==> config.mk <==
export PLATFORM = sky130hd
export DESIGN_NAME = scan_tap
export DESIGN_NICKNAME = d
export VERILOG_FILES = /design/src/rtl/scan_tap_pkg.sv /design/src/rtl/tap_fsm.sv /design/src/rtl/tap_ir.sv /design/src/rtl/tap_dr.sv /design/src/rtl/scan_tap.sv
export SDC_FILE = /design/constraint.sdc
export NUM_CORES = 1
export LEC_CHECK = 0
export BUFFER_PORTS_ARGS = -buffer_cell sky130_fd_sc_hd__buf_4
export CELL_PAD_IN_SITES_DETAIL_PLACEMENT = 1
export CELL_PAD_IN_SITES_GLOBAL_PLACEMENT = 1
export CORE_MARGIN = 1.5
export CORE_UTILIZATION = 39
export DETAILED_ROUTE_END_ITERATION = 6
export PLACE_DENSITY_LB_ADDON = 0.1
export SLEW_MARGIN = 30
export SYNTH_ARGS = -nofsm -noshare
export SYNTH_HDL_FRONTEND = slang
export SYNTH_SLANG_ARGS = --single-unit
==> constraint.sdc <==
create_clock -name tck_i -period 2.8 [get_ports tck_i]
set_input_delay 0.14 -clock tck_i [delete_from_list [all_inputs] [get_ports tck_i]]
set_output_delay 0.14 -clock tck_i [all_outputs]
set_load 0.01 [all_outputs]
==> src/rtl/scan_tap_pkg.sv <==
package scan_tap_pkg;

  localparam int IR_W = 3;

  typedef enum logic [3:0] {
    ST_TLR, ST_RTI,
    ST_SEL_DR, ST_CAP_DR, ST_SHF_DR, ST_EX1_DR, ST_PAU_DR, ST_EX2_DR, ST_UPD_DR,
    ST_SEL_IR, ST_CAP_IR, ST_SHF_IR, ST_EX1_IR, ST_PAU_IR, ST_EX2_IR, ST_UPD_IR
  } tap_state_e;

  typedef enum logic [1:0] {PATH_BYP, PATH_ID, PATH_BND} dr_path_e;

  localparam logic [IR_W-1:0] OP_EXT = 3'b000;
  localparam logic [IR_W-1:0] OP_IDC = 3'b001;
  localparam logic [IR_W-1:0] OP_SMZ = 3'b010;
  localparam logic [IR_W-1:0] OP_SMP = 3'b100;
  localparam logic [IR_W-1:0] OP_BYP = 3'b111;
  localparam logic [IR_W-1:0] IR_CAP = 3'b001;

  function automatic dr_path_e path_of(logic [IR_W-1:0] op);
    case (op)
      OP_IDC:                 return PATH_ID;
      OP_EXT, OP_SMZ, OP_SMP: return PATH_BND;
      default:                return PATH_BYP;
    endcase
  endfunction

endpackage

==> src/rtl/tap_fsm.sv <==
module tap_fsm
  import scan_tap_pkg::*;
(
  input  logic       tck_i,
  input  logic       rst_ni,
  input  logic       tms_i,
  output tap_state_e state_o
);
  tap_state_e state_q, state_d;

  always_comb begin
    state_d = state_q;
    case (state_q)
      ST_TLR:    state_d = tms_i ? ST_TLR    : ST_RTI;
      ST_RTI:    state_d = tms_i ? ST_SEL_DR : ST_RTI;
      ST_SEL_DR: state_d = tms_i ? ST_SEL_IR : ST_CAP_DR;
      ST_CAP_DR: state_d = tms_i ? ST_EX1_DR : ST_SHF_DR;
      ST_SHF_DR: state_d = tms_i ? ST_EX1_DR : ST_SHF_DR;
      ST_EX1_DR: state_d = tms_i ? ST_UPD_DR : ST_PAU_DR;
      ST_PAU_DR: state_d = tms_i ? ST_EX2_DR : ST_PAU_DR;
      ST_EX2_DR: state_d = tms_i ? ST_UPD_DR : ST_SHF_DR;
      ST_UPD_DR: state_d = tms_i ? ST_SEL_DR : ST_RTI;
      ST_SEL_IR: state_d = tms_i ? ST_TLR    : ST_CAP_IR;
      ST_CAP_IR: state_d = tms_i ? ST_EX1_IR : ST_SHF_IR;
      ST_SHF_IR: state_d = tms_i ? ST_EX1_IR : ST_SHF_IR;
      ST_EX1_IR: state_d = tms_i ? ST_UPD_IR : ST_PAU_IR;
      ST_PAU_IR: state_d = tms_i ? ST_EX2_IR : ST_PAU_IR;
      ST_EX2_IR: state_d = tms_i ? ST_UPD_IR : ST_SHF_IR;
      ST_UPD_IR: state_d = tms_i ? ST_SEL_DR : ST_RTI;
      default:   state_d = ST_TLR;
    endcase
  end

  always_ff @(posedge tck_i or negedge rst_ni)
    if (!rst_ni) state_q <= ST_TLR;
    else         state_q <= state_d;

  assign state_o = state_q;


  five_high_reset_chk: assert property (@(posedge tck_i) disable iff (!rst_ni)
    (tms_i && $past(tms_i) && $past(tms_i, 2) && $past(tms_i, 3) && $past(tms_i, 4))
    |=> state_q == ST_TLR);


  shift_hold_chk: assert property (@(posedge tck_i) disable iff (!rst_ni)
    (state_q == ST_SHF_DR && !tms_i) |=> state_q == ST_SHF_DR);

endmodule

==> src/rtl/tap_ir.sv <==
module tap_ir
  import scan_tap_pkg::*;
(
  input  logic            tck_i,
  input  logic            rst_ni,
  input  logic            tdi_i,
  input  tap_state_e      state_i,
  output logic [IR_W-1:0] ir_o,
  output logic            ir_lsb_o
);
  logic [IR_W-1:0] sh_q, ir_q;

  always_ff @(posedge tck_i or negedge rst_ni)
    if (!rst_ni) begin
      sh_q <= IR_CAP;
      ir_q <= OP_IDC;
    end else begin
      case (state_i)
        ST_CAP_IR: sh_q <= IR_CAP;
        ST_SHF_IR: sh_q <= {tdi_i, sh_q[IR_W-1:1]};
        default:   sh_q <= sh_q;
      endcase
      if (state_i == ST_TLR)         ir_q <= OP_IDC;
      else if (state_i == ST_UPD_IR) ir_q <= sh_q;
    end

  assign ir_o     = ir_q;
  assign ir_lsb_o = sh_q[0];


  ir_capture_chk: assert property (@(posedge tck_i) disable iff (!rst_ni)
    state_i == ST_CAP_IR |=> sh_q[1:0] == 2'b01);


  ir_hold_chk: assert property (@(posedge tck_i) disable iff (!rst_ni)
    (state_i != ST_UPD_IR && state_i != ST_TLR) |=> $stable(ir_q));


  ir_reset_chk: assert property (@(posedge tck_i) disable iff (!rst_ni)
    state_i == ST_TLR |=> ir_q == OP_IDC);

endmodule

==> src/rtl/tap_dr.sv <==
module tap_dr
  import scan_tap_pkg::*;
#(
  parameter int          BSR_W   = 8,
  parameter logic [31:0] ID_CODE = 32'h0A5C_E0D3
) (
  input  logic             tck_i,
  input  logic             rst_ni,
  input  logic             tdi_i,
  input  tap_state_e       state_i,
  input  dr_path_e         path_i,
  input  logic [BSR_W-1:0] bnd_pin_i,
  output logic [BSR_W-1:0] bnd_upd_o,
  output logic             dr_lsb_o
);
  localparam int          ID_W   = 32;
  localparam logic [31:0] ID_VAL = {ID_CODE[31:1], 1'b1};

  logic             byp_q;
  logic [ID_W-1:0]  id_q;
  logic [BSR_W-1:0] bsh_q, bupd_q, bsh_nxt;

  generate
    if (BSR_W > 1) begin : g_wide
      assign bsh_nxt = {tdi_i, bsh_q[BSR_W-1:1]};
    end else begin : g_single
      assign bsh_nxt = tdi_i;
    end
  endgenerate

  always_ff @(posedge tck_i or negedge rst_ni)
    if (!rst_ni) begin
      byp_q  <= 1'b0;
      id_q   <= ID_VAL;
      bsh_q  <= '0;
      bupd_q <= '0;
    end else begin
      case (path_i)
        PATH_BYP: begin
          if (state_i == ST_CAP_DR)      byp_q <= 1'b0;
          else if (state_i == ST_SHF_DR) byp_q <= tdi_i;
        end
        PATH_ID: begin
          if (state_i == ST_CAP_DR)      id_q <= ID_VAL;
          else if (state_i == ST_SHF_DR) id_q <= {tdi_i, id_q[ID_W-1:1]};
        end
        PATH_BND: begin
          if (state_i == ST_CAP_DR)      bsh_q  <= bnd_pin_i;
          else if (state_i == ST_SHF_DR) bsh_q  <= bsh_nxt;
          else if (state_i == ST_UPD_DR) bupd_q <= bsh_q;
        end
        default: ;
      endcase
    end

  always_comb
    case (path_i)
      PATH_ID:  dr_lsb_o = id_q[0];
      PATH_BND: dr_lsb_o = bsh_q[0];
      default:  dr_lsb_o = byp_q;
    endcase

  assign bnd_upd_o = bupd_q;


  id_capture_chk: assert property (@(posedge tck_i) disable iff (!rst_ni)
    (state_i == ST_CAP_DR && path_i == PATH_ID) |=> id_q[0] == 1'b1);


  byp_delay_chk: assert property (@(posedge tck_i) disable iff (!rst_ni)
    (state_i == ST_SHF_DR && path_i == PATH_BYP) |=> byp_q == $past(tdi_i));


  bnd_hold_chk: assert property (@(posedge tck_i) disable iff (!rst_ni)
    !(state_i == ST_UPD_DR && path_i == PATH_BND) |=> $stable(bupd_q));

endmodule

==> src/rtl/scan_tap.sv <==
module scan_tap
  import scan_tap_pkg::*;
#(
  parameter int          BSR_W   = 8,
  parameter logic [31:0] ID_CODE = 32'h0A5C_E0D3
) (
  input  logic             tck_i,
  input  logic             rst_ni,
  input  logic             tms_i,
  input  logic             tdi_i,
  output logic             tdo_o,
  output logic             tdo_oe_o,
  input  logic [BSR_W-1:0] bnd_pin_i,
  output logic [BSR_W-1:0] bnd_pin_o,
  output logic             bnd_drive_o,
  output logic             func_hiz_o
);
  tap_state_e      state;
  logic [IR_W-1:0] ir;
  logic            ir_lsb, dr_lsb;
  dr_path_e        path;
  logic            tdo_q, oe_q;

  tap_fsm u_fsm (
    .tck_i  (tck_i),
    .rst_ni (rst_ni),
    .tms_i  (tms_i),
    .state_o(state)
  );

  tap_ir u_ir (
    .tck_i   (tck_i),
    .rst_ni  (rst_ni),
    .tdi_i   (tdi_i),
    .state_i (state),
    .ir_o    (ir),
    .ir_lsb_o(ir_lsb)
  );

  assign path = path_of(ir);

  tap_dr #(.BSR_W(BSR_W), .ID_CODE(ID_CODE)) u_dr (
    .tck_i    (tck_i),
    .rst_ni   (rst_ni),
    .tdi_i    (tdi_i),
    .state_i  (state),
    .path_i   (path),
    .bnd_pin_i(bnd_pin_i),
    .bnd_upd_o(bnd_pin_o),
    .dr_lsb_o (dr_lsb)
  );

  // output stage on the falling edge
  always_ff @(negedge tck_i or negedge rst_ni)
    if (!rst_ni) begin
      tdo_q <= 1'b0;
      oe_q  <= 1'b0;
    end else begin
      tdo_q <= (state == ST_SHF_IR) ? ir_lsb : dr_lsb;
      oe_q  <= (state == ST_SHF_IR) || (state == ST_SHF_DR);
    end

  assign tdo_o       = tdo_q;
  assign tdo_oe_o    = oe_q;
  assign bnd_drive_o = (ir == OP_EXT);
  assign func_hiz_o  = (ir == OP_SMZ);


  oe_shift_only_chk: assert property (@(posedge tck_i) disable iff (!rst_ni)
    tdo_oe_o |-> (state == ST_SHF_DR || state == ST_SHF_IR));


  mode_excl_chk: assert property (@(posedge tck_i) disable iff (!rst_ni)
    $onehot0({bnd_drive_o, func_hiz_o}));

endmodule

==> flow_summary.ini <==
[layout]
multi_input_area_mm2 = 0.00127
seqCellArea_mm2 = 0.00155
fin_util_pct = 49.2
drive_gt1_share_pct = 36.5
diodes = 0
fin_nets = 309
syn_to_final_growth_pct = 21.9
fillers = 826

[cts]
insertion_delay_ns = 0.34
cts-htree-levels = 3
clkSinkCount = 61
cts_buffer_depth = 2
ctsRootBufferMaster = clkbuf_8
cts_buffers = 9
cts_tree = built
path_clk_slew_ns = 0.06

[worst_setup_path]
worst-path-max-fanout = 2
endpoint_kind = register
startpoint_type = register
worst_r2r_path_depth = 6
endpoint = tdo_o$_DFF_NN0_
crit_required_ns = 1.56
r2r_end = tdo_o$_DFF_NN0_
cp-startpoint = u_ir.ir_o[0]$_DFFE_PN1P_
rrSetupSlack_ns = -0.36
worstPathArrival_ns = 1.92
r2r_start = u_ir.ir_o[0]$_DFFE_PN1P_
crit_type = register to register

[outcome]
violations = setup timing
status = finished, violations left

[hold_path]
hold_path.class = input port to register

[synth]
synthSimpleGateAreaFrac_pct = 11.7
yosysUniqueCellTypes = 45
synthAdderAreaFrac_pct = 1.27
synth_top_area_share_pct = 36.5
ys.flop_type = dfrtp_1
synthTopCellsByArea = dfrtp_1, dfstp_2, mux2_2
synth_top_family_by_area = multiplexers
synth_xor_area_share_pct = 0.297
synth.area.mux_share_pct = 21.4
ys_seq_area_share_pct = 52.5
synth-compound-area-share_pct = 6.84
synth_most_common_cell = dfrtp_1
synth_edf_count = 0
synth_top_area_cell = dfrtp_1
postSynthCellCount = 258
ys_ff_latch = 61
syn-mean-instance-area_um2 = 11.4
synth.net_count = 273
yosysWarnings = 0
synthTopCellsByCount = dfrtp_1, mux2_2, nand2_1, inv_1, nor2_1
synthesis.area_mm2 = 0.00295
synthArstFlopShare_pct = 100

[job]
max_cap_violations = 0

[sta]
rsz0062_at_grt = yes
finalSetupViolCount = 1
final.setup_skew_ns = 0.0131
worstMarginPinSlew_ns = 0.464
max_slew_margin_pct = 69.0
setup_slack_ns = -0.360
hold_viol = 0
drv_slew = 0

[detailed_routing]
totalWireLength_um = 5970
ant_nets = 0
routedWlPerCell_um = 15.0
vias_per_cell = 4.91
drc = 0
drt_iter0_drc = 26
vias = 1956
first_pass_iters = 4

[floorplan]
start_util_pct = 40.4
die_h_um = 89.9
ioPinCount = 24
core_mm2 = 0.00729
chipWidth_um = 89.9
dieArea_mm2 = 0.00809
row_count = 31

[global_routing]
antenna_found_initial = 0
grt_max_degree = 34
grt_use_total_pct = 16.0
grt_pass1_wl_um = 10100
grt.overflow.total = 0
grt_pass1_vias = 2036

[power_and_ir_drop]
pwr_density_cell_mw_per_mm2 = 1120
vdd_drop_max_v = 0.000394
p_leak_nw = 1.68

[place]
post-place-ws_ns = -0.371
gp_congestion = 0.714
dpl.hpwl_um = 3990
io_buffers = 23
## flip-flops by register name, summed over array words and instances (netlist names)
signal          count
tdo_o               1
tdo_oe_o            1
u_dr.bnd_upd_o      8
u_dr.bsh_q          8
u_dr.byp_q          1
u_dr.id_q          32
u_fsm.state_o       4
u_ir.ir_o           3
u_ir.sh_q           3
## worst min path at each step
stage,start,to,depth (start not counted)
final,tdi_i,u_ir.sh_q[2]$_DFFE_PN0P_,3
after global routing,tdi_i,u_ir.sh_q[2]$_DFFE_PN0P_,3
after CTS,tdi_i,u_ir.sh_q[2]$_DFFE_PN0P_,3
after detailed placement,rst_ni,u_dr.id_q[5]$_DFFE_PN0P_,1
after global placement,rst_ni,u_dr.id_q[5]$_DFFE_PN0P_,1
after floorplan,rst_ni,u_dr.bnd_upd_o[0]$_DFFE_PN0P_,0
## cells by family (layout without fill, tap and decap cells)
group	after synthesis	after routing
AND/OR/NAND/NOR	68	68
adder cells (fa/ha/maj)	3	3
buffers and inverters	39	80
AO/OA/AOI/OAI	28	28
multiplexers	58	58
flip-flops	61	61
XOR/XNOR	1	1
## routing by layer
| layer | part of all wire, % | track usage [%] | vias up |
|---|---|---|---|
| met4 | 1.6 | 5.56 | 0 |
| met1 | 47 | 19.8 | 974 |
| met3 | 3.1 | 5.58 | 9 |
| met2 | 48 | 26.1 | 23 |
| li1 | - | - | 950 |
| met5 | 0 | 0 | - |
## worst max-delay path, stage by stage, from the launching register on
cell,delay [ns]
dfstp_2,0.54
inv_2,0.04
or3_4,0.34
ha_4,0.22
a221o_1,0.28
o221ai_2,0.07
o31ai_2,0.09
## layout by cell type (no fill, tap or decap), drive strengths merged, types with 2 or more instances in the layout
cell type  Yosys  routed
nor3b          2       2
mux2          41      41
inv           22      22
clkbuf         4      12
nor2          20      20
a21boi         2       2
mux2i         17      17
nand2         23      23
ha             3       3
nor4b          2       2
bufinv         0       3
nand4          2       2
or3            2       2
nand2b         3       3
nand3b         2       2
o22ai          4       4
dfrtn          2       2
buf           13      41
nor3           3       3
o21ai          5       5
dfrtp         43      43
dfstp         16      16
a21oi          8       8
## report_power, final
part / switching [mW] / internal (mW) / leakage, nW
sequential: 0.182 / 1.24 / 0.766
clock: 0.335 / 0.615 / 0.121
combinational: 0.807 / 0.840 / 0.798
## repair_timing
item / in CTS / in global routing
buffers inserted: 1 / 0
endpoints found under the setup margin: 1 / 1
pin swaps: 2 / 1
endpoints found under the hold margin: 18 / 0
hold buffers: 1 / 0
resized for setup: 2 / 1
## cell type report
type                            instances  area share [%]
Multi-Input combinational cell        158            35.3
Tap cell                               99            3.45
Sequential cell                        61            43.1
Clock buffer                           12            4.04
Timing Repair Buffer                   42            9.20
Clock inverter                          4            2.65
Inverter                               22            2.30
## metrics by stage
stage	hold WS, ns	cells	TNS, ns	area (µm²)	power (mW)
floorplan	-0.156	258	-0.342	2960	2.58
global placement	0.118	380	-0.324	3320	3.00
detailed placement	0.111	380	-0.371	3320	3.07
CTS	0.100	398	-0.411	3590	4.08
global route	0.116	398	-0.432	3590	4.33
finish	0.105	398	-0.360	3590	4.02
Power figures use the tool's default switching activity.
